===== src/rtl/cfgl_pkg.sv =====
package cfgl_pkg;
  localparam int BYTE_W = 8;
  localparam int BIT_W  = $clog2(BYTE_W);

  typedef enum logic [2:0] {
    ST_IDLE, ST_SETTLE, ST_PULSE, ST_POLL, ST_FETCH, ST_SHIFT, ST_FLUSH
  } ldState_t;

  typedef struct packed {
    logic loadSettle;
    logic loadPulse;
    logic timerDec;
    logic loadCount;
    logic clrLim;
    logic incLim;
    logic takeByte;
    logic putBit;
    logic shiftBit;
    logic decCount;
  } strobes_t;
endpackage


===== src/rtl/cfgl_dp.sv =====
module cfgl_dp import cfgl_pkg::*; #(
  parameter int SETTLE_CYC = 5000000,
  parameter int PULSE_CYC  = 5000000,
  parameter int INIT_LIMIT = 100000,
  parameter int DONE_LIMIT = 100000,
  parameter int CNT_W      = 24
) (
  input  logic              clk,
  input  logic              rstN,
  input  strobes_t          stb,
  input  logic [CNT_W-1:0]  byteCount,
  input  logic [BYTE_W-1:0] inData,
  output logic              timerZero,
  output logic              pollLast,
  output logic              extraFull,
  output logic              bitLast,
  output logic              countZero,
  output logic              countOne,
  output logic              cfgData
);
  localparam int MAX_T = (SETTLE_CYC > PULSE_CYC) ? SETTLE_CYC : PULSE_CYC;
  localparam int TW    = $clog2(MAX_T + 1);
  localparam int MAX_L = (INIT_LIMIT > DONE_LIMIT) ? INIT_LIMIT : DONE_LIMIT;
  localparam int LW    = $clog2(MAX_L + 1);

  logic [TW-1:0]     timer;
  logic [LW-1:0]     limCnt;
  logic [CNT_W-1:0]  remain;
  logic [BYTE_W-1:0] shReg;
  logic [BIT_W-1:0]  bitCnt;
  logic              dataQ;

  always_ff @(posedge clk or negedge rstN) begin
    if (!rstN) begin
      timer  <= '0;
      limCnt <= '0;
      remain <= '0;
      shReg  <= '0;
      bitCnt <= '0;
      dataQ  <= 1'b0;
    end else begin
      if (stb.loadSettle)     timer <= TW'(SETTLE_CYC - 1);
      else if (stb.loadPulse) timer <= TW'(PULSE_CYC - 1);
      else if (stb.timerDec)  timer <= timer - 1'b1;

      if (stb.clrLim)      limCnt <= '0;
      else if (stb.incLim) limCnt <= limCnt + 1'b1;

      if (stb.loadCount) begin
        remain <= byteCount;
        dataQ  <= 1'b0;
      end else if (stb.decCount) begin
        remain <= remain - 1'b1;
      end

      if (stb.takeByte) begin
        shReg  <= inData;
        bitCnt <= '0;
      end else if (stb.shiftBit) begin
        shReg  <= {shReg[BYTE_W-2:0], 1'b0};
        bitCnt <= bitCnt + 1'b1;
      end

      if (stb.putBit) dataQ <= shReg[BYTE_W-1];
    end
  end

  assign timerZero = (timer == '0);
  assign pollLast  = (limCnt == LW'(INIT_LIMIT - 1));
  assign extraFull = (limCnt == LW'(DONE_LIMIT));
  assign bitLast   = (bitCnt == BIT_W'(BYTE_W - 1));
  assign countZero = (remain == '0);
  assign countOne  = (remain == CNT_W'(1));
  assign cfgData   = dataQ;
endmodule


===== src/rtl/cfgl_ctrl.sv =====
module cfgl_ctrl import cfgl_pkg::*; (
  input  logic     clk,
  input  logic     rstN,
  input  logic     start,
  input  logic     inValid,
  input  logic     inError,
  input  logic     tgtReady,
  input  logic     tgtComplete,
  input  logic     timerZero,
  input  logic     pollLast,
  input  logic     extraFull,
  input  logic     bitLast,
  input  logic     countZero,
  input  logic     countOne,
  output strobes_t stb,
  output logic     inReady,
  output logic     tgtPower,
  output logic     progN,
  output logic     cfgClk,
  output logic     busy,
  output logic     okFlag,
  output logic     errFlag
);
  ldState_t state, nxt;
  logic     phase;

  always_comb begin
    stb = '0;
    nxt = state;
    case (state)
      ST_IDLE: if (start) begin
        stb.loadSettle = 1'b1;
        stb.loadCount  = 1'b1;
        nxt = ST_SETTLE;
      end
      ST_SETTLE: if (timerZero) begin
        stb.loadPulse = 1'b1;
        nxt = ST_PULSE;
      end else stb.timerDec = 1'b1;
      ST_PULSE: if (timerZero) begin
        stb.clrLim = 1'b1;
        nxt = ST_POLL;
      end else stb.timerDec = 1'b1;
      ST_POLL: if (tgtReady) begin
        stb.clrLim = 1'b1;
        nxt = countZero ? ST_FLUSH : ST_FETCH;
      end else if (pollLast) nxt = ST_IDLE;
      else stb.incLim = 1'b1;
      ST_FETCH: if (inError) nxt = ST_FLUSH;
      else if (inValid) begin
        stb.takeByte = 1'b1;
        nxt = ST_SHIFT;
      end
      ST_SHIFT: if (!phase) stb.putBit = 1'b1;
      else begin
        stb.shiftBit = 1'b1;
        if (bitLast) begin
          stb.decCount = 1'b1;
          nxt = countOne ? ST_FLUSH : ST_FETCH;
        end
      end
      ST_FLUSH: if (tgtComplete) nxt = ST_IDLE;
      else if (!cfgClk) begin
        if (extraFull) nxt = ST_IDLE;
        else stb.incLim = 1'b1;
      end
      default: nxt = ST_IDLE;
    endcase
  end

  always_ff @(posedge clk or negedge rstN) begin
    if (!rstN) begin
      state    <= ST_IDLE;
      tgtPower <= 1'b0;
      progN    <= 1'b1;
      cfgClk   <= 1'b0;
      busy     <= 1'b0;
      okFlag   <= 1'b0;
      errFlag  <= 1'b0;
      phase    <= 1'b0;
    end else begin
      state <= nxt;
      case (state)
        ST_IDLE: if (start) begin
          tgtPower <= 1'b1;
          busy     <= 1'b1;
          okFlag   <= 1'b0;
          errFlag  <= 1'b0;
          progN    <= 1'b1;
          cfgClk   <= 1'b0;
          phase    <= 1'b0;
        end
        ST_SETTLE: if (timerZero) progN <= 1'b0;
        ST_PULSE:  if (timerZero) progN <= 1'b1;
        ST_POLL: if (!tgtReady && pollLast) begin
          errFlag <= 1'b1;
          busy    <= 1'b0;
        end
        ST_FETCH: cfgClk <= 1'b0;
        ST_SHIFT: begin
          cfgClk <= phase;
          phase  <= ~phase;
        end
        ST_FLUSH: if (tgtComplete) begin
          okFlag <= 1'b1;
          busy   <= 1'b0;
          cfgClk <= 1'b0;
        end else if (cfgClk) cfgClk <= 1'b0;
        else if (extraFull) begin
          errFlag <= 1'b1;
          busy    <= 1'b0;
        end else cfgClk <= 1'b1;
        default: ;
      endcase
    end
  end

  assign inReady = (state == ST_FETCH);
endmodule


===== src/rtl/cfg_serial_loader.sv =====
module cfg_serial_loader import cfgl_pkg::*; #(
  parameter int SETTLE_CYC = 5000000,
  parameter int PULSE_CYC  = 5000000,
  parameter int INIT_LIMIT = 100000,
  parameter int DONE_LIMIT = 100000,
  parameter int CNT_W      = 24
) (
  input  logic             clk,
  input  logic             rstN,
  input  logic             start,
  input  logic [CNT_W-1:0] byteCount,
  input  logic [7:0]       inData,
  input  logic             inValid,
  output logic             inReady,
  input  logic             inError,
  input  logic             tgtReady,
  input  logic             tgtComplete,
  output logic             tgtPower,
  output logic             progN,
  output logic             cfgClk,
  output logic             cfgData,
  output logic             busy,
  output logic             okFlag,
  output logic             errFlag
);
  strobes_t stb;
  logic timerZero, pollLast, extraFull, bitLast, countZero, countOne;

  cfgl_ctrl u_ctrl (
    .clk(clk), .rstN(rstN), .start(start), .inValid(inValid), .inError(inError),
    .tgtReady(tgtReady), .tgtComplete(tgtComplete), .timerZero(timerZero),
    .pollLast(pollLast), .extraFull(extraFull), .bitLast(bitLast),
    .countZero(countZero), .countOne(countOne), .stb(stb), .inReady(inReady),
    .tgtPower(tgtPower), .progN(progN), .cfgClk(cfgClk), .busy(busy),
    .okFlag(okFlag), .errFlag(errFlag)
  );

  cfgl_dp #(
    .SETTLE_CYC(SETTLE_CYC), .PULSE_CYC(PULSE_CYC), .INIT_LIMIT(INIT_LIMIT),
    .DONE_LIMIT(DONE_LIMIT), .CNT_W(CNT_W)
  ) u_dp (
    .clk(clk), .rstN(rstN), .stb(stb), .byteCount(byteCount), .inData(inData),
    .timerZero(timerZero), .pollLast(pollLast), .extraFull(extraFull),
    .bitLast(bitLast), .countZero(countZero), .countOne(countOne),
    .cfgData(cfgData)
  );
endmodule


===== config.mk =====
export PLATFORM = sky130hd
export DESIGN_NAME = cfg_serial_loader
export DESIGN_NICKNAME = d
export VERILOG_FILES = /design/src/rtl/cfgl_pkg.sv /design/src/rtl/cfgl_dp.sv /design/src/rtl/cfgl_ctrl.sv /design/src/rtl/cfg_serial_loader.sv
export SDC_FILE = /design/constraint.sdc
export NUM_CORES = 1
export LEC_CHECK = 0
export BUFFER_PORTS_ARGS = -buffer_cell sky130_fd_sc_hd__buf_2
export CORE_MARGIN = 2
export CORE_UTILIZATION = 48
export CTS_BUF_LIST = sky130_fd_sc_hd__clkbuf_8
export CTS_CLUSTER_DIAMETER = 30
export DETAILED_ROUTE_END_ITERATION = 8
export GPL_TIMING_DRIVEN = 1
export HOLD_SLACK_MARGIN = 0.12
export PLACE_DENSITY = 0.67
export SKIP_CTS_REPAIR_TIMING = 1
export SYNTH_ARGS = -nofsm -noshare
export SYNTH_HDL_FRONTEND = slang
export SYNTH_SLANG_ARGS = --single-unit

===== constraint.sdc =====
create_clock -name clk -period 5.8 [get_ports clk]
set_clock_uncertainty 0.2 [all_clocks]
set_input_delay 0.58 -clock clk [delete_from_list [all_inputs] [get_ports clk]]
set_output_delay 0.58 -clock clk [all_outputs]
set_load 0.05 [all_outputs]

==> impl_metrics.tcl, run 1 <==
set metrics [dict create \
    core_area_um2 9860 \
    area_delta_synth_final_pct 10.5 \
    synth_cell_types 55 \
    p_sw_share_pct 24.3 \
    drv_cap 0 \
    path_class "flop to flop" \
    gp_congestion 0.831 \
    vias_per_cell 5.71 \
    finalCritPeriodShare_pct 48.5 \
    row_count 36 \
    worst_pin_slew_ps 1100 \
    fin_cells 712 \
    crit_arrival_ps 2910 \
    required_ps 5900 \
    period_needed_ps 2810 \
    postRouteAntennaNets 0 \
    numCtsBuffers 9 \
    worstSkewPairLatency_ps 360 \
    drtIter0Drc 213 \
    dp.cells 695 \
    yosysTopAreaCell "dfrtp_1" \
    wirelength_mm 10.7 \
    drv_slew 0 \
    clk_pin_slew_ps 90 \
    ys.flop_type "dfrtp_1" \
    post-route-drc-count 0 \
    ys_seq_area_share_pct 43.9 \
    synthTopCellsByCount "dfrtp_1 (85), nand2_1 (81), o21ai_0 (34)" \
    ys_ff_latch 86 \
    dieWidth_um 105 \
    syn_area_per_cell_um2 9.05 \
    htreeDepth 3 \
    synthesis.nets 590 \
    slew_headroom_pct 26.9 \
    grt_first_pass_wirelength_mm 18.9 \
    grt_max_degree 87 \
    root_buffer "clkbuf_8" \
    ys_warn_count 0 \
    io_buffers 46 \
    diodes 0 \
    achievable-frequency_mhz 355 \
    outcome "completed" \
    async_reset_ff_share_pct 100 \
    endpoint_kind "flop" \
    post_drt_wl_per_cell_um 15.1 \
    globalRoute.totalOverflow 0 \
    detailedRoute.firstPassIterationCount 5 \
    clkPwrFrac_pct 36.9 \
    die-height_um 105 \
    leakage_nw 2.20 \
    routed-via-count 4064 \
    switching_power_mw 0.277 \
    worst_slack_ps 2990 \
    critPathLaunch "u_dp.remain[7]" \
    sequentialPowerShare_pct 56.9 \
    dpl.hpwl_mm 7.42 \
    finalHoldViolations 0 \
    layout.nets 622 \
    p_comb_share_pct 6.2 \
    postSynthCellCount 542 \
    setup.worst_path.start_class "flop" \
    drive_above_1_share_pct 13.5 \
    clockBufferDepth 2 \
    tns_ps 0 \
    peakVddDrop_v 0.0000910 \
    synth_area_leaders "dfrtp_1 (43%), nand2_1 (6.2%), mux2i_1 (5.1%), xnor2_1 (4.3%), o21ai_0 (3.5%)" \
    die_area_um2 11000 \
    grt_pass1_vias 4061 \
    r2r-start "u_dp.remain[7]" \
    grt_usage_pct 20.8 \
    rsz0062_at_grt "false" \
    internal-power_mw 0.862 \
    cts_tree "done" \
    crit_path_max_fanout 16 \
    syn_area_um2 4900 \
    place_worst_setup_slack_ps 2730 \
    initial_core_util_pct 49.7 \
    antenna_found_initial 0 \
    hold_path.class "input pin to async pin" \
    cts_sinks 86 \
    utilization_pct 54.9 \
    pwr_density_cell_nw_per_um2 210 \
    synth.top_cell.area_share_pct 43.4 \
    yosysMostFrequentCell "dfrtp_1" \
    ff2ff_setup_slack_ps 2990 \
    io_pins 47 \
    synth-edff-count 0 \
    setup_violations 0 \
]
kinds of logic (layout without fill, tap and decap cells):
kind of cell    Yosys count  in the layout  share of synthesized area [%]
fa+ha+maj                 9              9                           2.30
flops                    86             86                           43.9
xor+xnor                 28             28                           5.00
mux                      25             25                           5.10
compound gates          102            102                           13.0
simple gates            249            249                           27.0
buf+inv                  43             80                           3.73
flip-flops by register name, summed over array words and instances (netlist names):
| signal | flops |
|---|---|
| u_dp.shReg | 8 |
| u_ctrl.progN | 1 |
| u_ctrl.phase | 1 |
| u_dp.cfgData | 1 |
| u_ctrl.errFlag | 1 |
| u_ctrl.tgtPower | 1 |
| u_dp.timer | 23 |
| u_dp.remain | 24 |
| u_dp.limCnt | 17 |
| u_ctrl.busy | 1 |
| u_ctrl.okFlag | 1 |
| u_ctrl.cfgClk | 1 |
| u_dp.bitCnt | 3 |
| u_ctrl.state | 3 |
metal layers:
metal / global-route usage [%] / wire length (µm) / part of all wire, % / vias to the layer above
met3: 2.62 / 388 / 3.6 / 13
li1: - / - / - / 2007
met4: 8.19 / 176 / 1.6 / 0
met2: 34.4 / 5030 / 47 / 85
met5: 0 / 0 / 0 / -
met1: 27.9 / 5150 / 48 / 1959
layout make-up:
class | instances | area [µm²]
clock buffer | 10 | 138
clock inverter | 6 | 53.8
fill | 896 | 4450
inverter | 13 | 48.8
multi-input combinational | 413 | 2590
sequential | 86 | 2150
tap | 133 | 166
timing repair buffer | 51 | 270
final timing paths:
path | depth (start not counted) | to
setup / recovery | 5 | u_ctrl.state[1]
hold / removal | 1 | u_dp.remain[19]
max in group asynchronous | 1 | u_dp.timer[6]
min in group clk | 3 | u_dp.remain[3]
hold reg to reg | 1 | u_ctrl.tgtPower
setup reg to reg | 5 | u_ctrl.state[1]
critical path: stages, from the launching register on:
cell	delay, ps
dfrtp_1	400
or4_1	550
or3_1	630
or4_4	650
a21oi_1	170
o211a_1	150
power groups by stage:
| stage | clock (mW) | combinational (mW) | sequential [mW] |
|---|---|---|---|
| 2_1_floorplan | 0 | 0.0341 | 0.657 |
| 3_3_place_gp | 0 | 0.0696 | 0.658 |
| 3_5_place_dp | 0 | 0.0721 | 0.659 |
| 4_1_cts | 0.432 | 0.0725 | 0.648 |
| 5_1_grt | 0.455 | 0.0820 | 0.652 |
| 6_report | 0.420 | 0.0707 | 0.648 |
placed cells by master (no fill, tap or decap), types with 3 or more instances in the layout:
| master | netlist | final |
|---|---|---|
| nand2_1 | 81 | 81 |
| or4_1 | 9 | 9 |
| xor2_1 | 4 | 4 |
| nor4_1 | 16 | 16 |
| nand2b_1 | 20 | 20 |
| nor2b_1 | 4 | 4 |
| o31ai_1 | 4 | 4 |
| nand3_1 | 15 | 15 |
| o21ai_1 | 3 | 3 |
| mux2i_1 | 25 | 25 |
| and2_1 | 3 | 3 |
| and4_1 | 7 | 7 |
| nor3_1 | 24 | 23 |
| or3_1 | 13 | 13 |
| a21o_1 | 5 | 5 |
| ha_1 | 9 | 9 |
| nand3b_1 | 3 | 3 |
| and3_1 | 8 | 8 |
| inv_1 | 12 | 13 |
| a21oi_1 | 23 | 22 |
| dfrtp_1 | 85 | 85 |
| nand4_1 | 10 | 10 |
| a211oi_1 | 6 | 6 |
| buf_4 | 0 | 6 |
| xnor2_1 | 24 | 24 |
| buf_2 | 5 | 45 |
| a22oi_1 | 7 | 7 |
| clkbuf_8 | 0 | 10 |
| clkinv_2 | 0 | 4 |
| o21ai_0 | 34 | 34 |
| nor2_1 | 23 | 23 |
stage by stage:
stage	hold WS, ps	instance area [µm²]	power (mW)
after floorplan	84.4	4900	0.692
after global placement	250	5220	0.728
after detailed placement	253	5220	0.732
after CTS	200	5410	1.15
after global routing	217	5420	1.19
final	205	5420	1.14
(Power assumes the default switching activity.)
==> run 2, diff against run 1 <==
- ABC_AREA: not set -> 1
- PLACE_DENSITY: 0.67 -> 0.69
- clock period: 5.8 -> 2.3 ns (I/O delays scaled with it)
==> impl_metrics.tcl, run 2 <==
set metrics [dict create \
    pwr_density_cell_nw_per_um2 959 \
    drv_cap 0 \
    cts_tree "done" \
    drv_slew 0 \
    worst_slack_ps 158 \
    detailedRoute.firstPassIterationCount 5 \
    outcome "completed" \
    finalHoldViolations 0 \
    layout_commonest_cell "nand2_1" \
    synthesis.nets 842 \
    place_worst_setup_slack_ps 208 \
    die_area_um2 12500 \
    globalRoute.totalOverflow 0 \
    final_cell_mix "nand2_1 (224), nor2_1 (115), dfrtp_1 (85), inv_1 (80), nand3_1 (74)" \
    hold_path.class "input pin to async pin" \
    rsz0062_at_grt "false" \
    peakVddDrop_v 0.000694 \
    setup_violations 0 \
    drive_above_1_share_pct 12.4 \
    achievable-frequency_mhz 467 \
    syn_area_per_cell_um2 7.03 \
    dpl.hpwl_mm 9.93 \
    initial_core_util_pct 49.1 \
    ys_seq_area_share_pct 38.6 \
    core_area_um2 11400 \
    diodes 0 \
    finalCritPeriodShare_pct 93.1 \
    synthTopCellsByCount "nand2_1 (224), nor2_1 (116), dfrtp_1 (85)" \
    synth_cell_types 40 \
    ys_warn_count 0 \
    largest_reg_flops 24 \
    grt_first_pass_wirelength_mm 23.7 \
    antenna_found_initial 0 \
    io_pins 47 \
    synthXorXnorAreaFrac_pct 3.45 \
    root_buffer "clkbuf_8" \
    post_drt_wl_per_cell_um 13.5 \
    layout.nets 931 \
    tns_ps 0 \
    vias_per_cell 5.31 \
    io_buffers 46 \
    dieWidth_um 112 \
    drtIter0Drc 429 \
    routed-via-count 5474 \
    endpoint_kind "output port" \
    setup.worst_path.start_class "flop" \
    synthSimpleGateAreaFrac_pct 39.4 \
    synth_top_family_by_area "simple AND/OR/NAND/NOR gates" \
    required_ps 1870 \
    grt_usage_pct 22.9 \
    synth_fa_ha_area_share_pct 2.02 \
    post-route-drc-count 0 \
    path_class "flop to output port" \
    synth_mux_area_share_pct 0 \
    crit_path_max_fanout 5 \
    synth_compound_area_share_pct 8.57 \
    ys.flop_type "dfrtp_1" \
    leakage_nw 3.16 \
    clockBufferDepth 2 \
    synth_area_leaders "dfrtp_1 (38%), nand2_1 (15%), nor2_1 (7.8%), nand3_1 (6.6%), inv_1 (5.4%)" \
    postSynthCellCount 794 \
    htreeDepth 3 \
    cts_sinks 86 \
    slew_headroom_pct 67.0 \
    nFillCells 1050 \
    worstSkewPairLatency_ps 390 \
    top_regs "u_dp.remain: 24 flops, u_dp.timer: 23 flops, u_dp.limCnt: 17 flops" \
    async_reset_ff_share_pct 100 \
    yosysMostFrequentCell "nand2_1" \
    top_register "u_dp.remain" \
    worst_pin_slew_ps 495 \
    period_needed_ps 2140 \
    gp_congestion 0.922 \
    ys_ff_latch 86 \
    yosysTopAreaCell "dfrtp_1" \
    synth-edff-count 0 \
    grt_pass1_vias 5120 \
    postRouteAntennaNets 0 \
    grt_max_degree 38 \
    crit_arrival_ps 1710 \
    row_count 39 \
    numCtsBuffers 9 \
    synth.top_cell.area_share_pct 38.1 \
    area_delta_synth_final_pct 18.0 \
    wirelength_mm 13.9 \
    clk_pin_slew_ps 90 \
    die-height_um 112 \
    syn_area_um2 5580 \
]
## run 2: cell count changes after synthesis, sizes merged, moves of 15 or more
cell,delta
nor4,-18
nand3,+63
mux2i,-25
inv,+77
nand3b,+15
clkbuf,-20
nor2,+104
nand2b,-20
nand2,+149
xnor2,-19
## run 2: report_power, final
group	total, mW	switching [mW]	internal (mW)
logic	2.72	1.81	0.908
clock network	1.22	0.587	0.637
registers	2.37	0.414	1.96
## run 2: logic make-up (layout without fill, tap and decap cells)
kind of cell,after synthesis,in the layout
flops,86,86
simple gates,489,489
fa+ha+maj,9,9
compound gates,80,80
xor+xnor,22,22
buf+inv,108,202
## run 2: path summary, 6_finish.rpt
path / startpoint / to / slack, ps / depth (start not counted)
max: u_ctrl.state[0] / inReady / 160 / 5
min: rstN / u_dp.remain[7] / 140 / 2
max reg2reg: u_ctrl.state[1] / u_dp.remain[12] / 180 / 8
min reg2reg: u_ctrl.tgtPower / u_ctrl.tgtPower / 280 / 1
max in group asynchronous: rstN / u_dp.shReg[5] / 1100 / 3
min in group clk: tgtReady / u_ctrl.state[2] / 160 / 5
## run 2: critical path, cell delays in order, from the launching register on
cell     delay, ps
dfrtp_1        420
inv_1          110
nand2_1         80
nor2_1         280
buf_4          170
buf_2          250
## run 2: final cells by class
type	count	area [µm²]	share of cell area, %
flip-flops and latches	86	2150	32.7
multi-input cells	600	2980	45.3
repair buffers	95	706	10.7
inverters	91	344	5.22
well taps	143	179	2.72
clock inverters	6	85.1	1.29
clock buffers	10	138	2.09
## run 2: metal layers
| metal | global-route usage, % | up-vias | wire length (µm) |
|---|---|---|---|
| met5 | 0 | - | 0 |
| met4 | 7.57 | 0 | 328 |
| met3 | 5.17 | 30 | 712 |
| met2 | 36.8 | 164 | 6270 |
| met1 | 30.7 | 2539 | 6590 |
| li1 | - | 2741 | - |
## run 2: through the flow
stage               cells  utilization [%]  hold WS, ps  power (mW)  instance area (µm²)
finish               1031             57.9          138        6.32                 6590
floorplan             794                -         -266        4.39                 5580
detailed placement    978             52.7         33.4        5.03                 5990
global route         1031             57.9          178        6.85                 6590
global placement      978             52.7         26.9        4.94                 5990
CTS                   994             54.6         -384        6.27                 6210
==> run 3, diff against run 2 <==
--- a/config.mk
+++ b/config.mk
@@ -10,3 +10,3 @@
 export CORE_MARGIN = 2
-export CORE_UTILIZATION = 48
+export CORE_UTILIZATION = 55
 export CTS_BUF_LIST = sky130_fd_sc_hd__clkbuf_8
@@ -16,3 +16,3 @@
 export HOLD_SLACK_MARGIN = 0.12
-export PLACE_DENSITY = 0.69
+export PLACE_DENSITY = 0.77
 export SKIP_CTS_REPAIR_TIMING = 1
--- a/constraint.sdc
+++ b/constraint.sdc
@@ -4,2 +4,2 @@
 set_output_delay 0.23 -clock clk [all_outputs]
-set_load 0.05 [all_outputs]
+set_load 0.005 [all_outputs]
==> impl_metrics.tcl, run 3 (synthesized netlist as in run 2, its figures left out) <==
set metrics [dict create \
    gp_congestion 0.934 \
    layout.nets 927 \
    clockBufferDepth 2 \
    grt_first_pass_wirelength_mm 23.3 \
    post-route-drc-count 0 \
    crit_chain "inv_2 -> nand2_1 -> nor2_1 -> inv_2 -> nand2_1 -> nand2_2 -> inv_2 -> nand3_1 -> nand2_1 -> nor2_1" \
    grt_max_degree 57 \
    met2WireLength_mm 6.63 \
    area_delta_synth_final_pct 16.5 \
    diodes 0 \
    required_ps 2330 \
    wirelength_mm 13.9 \
    crit_path_max_incr_delay_ps 450 \
    clk_pin_slew_ps 90 \
    wl_met1_mm 6.31 \
    htreeDepth 3 \
    top_regs "u_dp.remain: 24 flops, u_dp.timer: 23 flops, u_dp.limCnt: 17 flops" \
    final_cell_mix "nand2_1 (224), nor2_1 (115), dfrtp_1 (85), inv_1 (82), nand3_1 (74)" \
    setup.worst_path.start_class "flop" \
    worst_path_max_delay_cell "dfrtp_1" \
    routed-wl-met3_um 722 \
    postRouteAntennaNets 0 \
    leakage_nw 3.13 \
    endpoint_kind "flop" \
    path_class "flop to flop" \
    routed-via-count 5500 \
    r2r-start "u_ctrl.state[1]" \
    vias_per_cell 5.41 \
    hold_path.class "input pin to flop" \
    io_pins 47 \
    dpl.hpwl_mm 9.81 \
    setup_violations 0 \
    globalRoute.totalOverflow 0 \
    antenna_found_initial 0 \
    crit_arrival_ps 2160 \
    rsz0062_at_grt "false" \
    numCtsBuffers 9 \
    pwr_density_cell_nw_per_um2 924 \
    layout_commonest_cell "nand2_1" \
    nFillCells 880 \
    die_area_um2 11000 \
    die-height_um 105 \
    post_drt_wl_per_cell_um 13.7 \
    cts_sinks 86 \
    drive_above_1_share_pct 12.0 \
    critPathLaunch "u_ctrl.state[1]" \
    detailedRoute.firstPassIterationCount 5 \
    worstSkewPairLatency_ps 360 \
    root_buffer "clkbuf_8" \
    finalHoldViolations 0 \
    initial_core_util_pct 56.8 \
    hold_path.startpoint "start" \
    slew_headroom_pct 72.4 \
    dieWidth_um 105 \
    row_count 36 \
    outcome "completed" \
    period_needed_ps 2140 \
    io_buffers 46 \
    critical_path.top_delay_family "simple AND/OR/NAND/NOR gates" \
    peakVddDrop_v 0.000537 \
    drv_cap 0 \
    maxUsedRoutingLayer "met4" \
    utilization_pct 66.2 \
    grt_pass1_vias 5173 \
    drtIter0Drc 354 \
    cts_tree "done" \
    drv_slew 0 \
    largest_reg_flops 24 \
    top_register "u_dp.remain" \
    achievable-frequency_mhz 468 \
    finalCritPeriodShare_pct 92.9 \
    crit_path_max_fanout 19 \
    grt_usage_pct 25.6 \
    worst_pin_slew_ps 415 \
    path_buf_inv 3 \
    power_mw 6.00 \
    tns_ps 0 \
    core_area_um2 9820 \
]
==> run 3: cell types whose count changed in the layout (fill, tap and decap cells not counted) <==
cell and delta:
buf_4 -2, dlygate4sd3_1 -2, inv_1 +2, bufinv_16 -1, clkbuf_8 -1, clkinv_1 -1
clkinv_4 +1, clkinvlp_4 -1, inv_2 +1, inv_4 -1
==> run 3: worst register-to-register path, delay by kind of cell, from the launching register on <==
family	cells	cell delay, ps
and+or+nand+nor	7	880
buffers and inverters	3	490
DFF	1	450
==> run 3: cell type report <==
class                      count  area, µm²  area share (%)
inverter                      91        345            5.31
sequential                    86       2150            33.1
timing repair buffer          91        671            10.3
clock inverter                 6       56.3           0.866
clock buffer                   9        124            1.91
tap                          133        166            2.56
multi-input combinational    600       2980            45.9
==> run 3: report_power, final <==
group / internal (mW) / leakage (nW) / switching (mW)
logic: 0.901 / 1.98 / 1.70
clock network: 0.488 / 0.101 / 0.556
registers: 1.96 / 1.05 / 0.406
total: 3.34 / 3.13 / 2.66
==> run 3: path summary, 6_finish.rpt <==
check,endpoint,slack [ps],depth (start not counted)
setup / recovery,u_dp.timer[6],160,10
hold / removal,u_ctrl.cfgClk,100,4
setup reg to reg,u_dp.timer[6],160,10
hold reg to reg,u_ctrl.tgtPower,270,1
max in group asynchronous,u_ctrl.progN,1080,3
min in group asynchronous,u_dp.remain[9],140,2
==> run 3: layer usage <==
metal	GRT usage, %	vias to the layer above
met2	41.8	167
met1	34.7	2582
li1	-	2728
met4	8.00	0
met3	4.62	23
met5	0	-
==> run 3: stage by stage <==
| stage | worst slack [ps] | area (µm²) | hold slack, ps | cells |
|---|---|---|---|---|
| after global routing | 13.8 | 6500 | 139 | 1016 |
| after floorplan | 471 | 5580 | -266 | 794 |
| after CTS | 188 | 6140 | -404 | 981 |
| after global placement | 262 | 5960 | -14.1 | 966 |
| after detailed placement | 194 | 5960 | -10.6 | 966 |
| final | 164 | 6500 | 98.4 | 1016 |
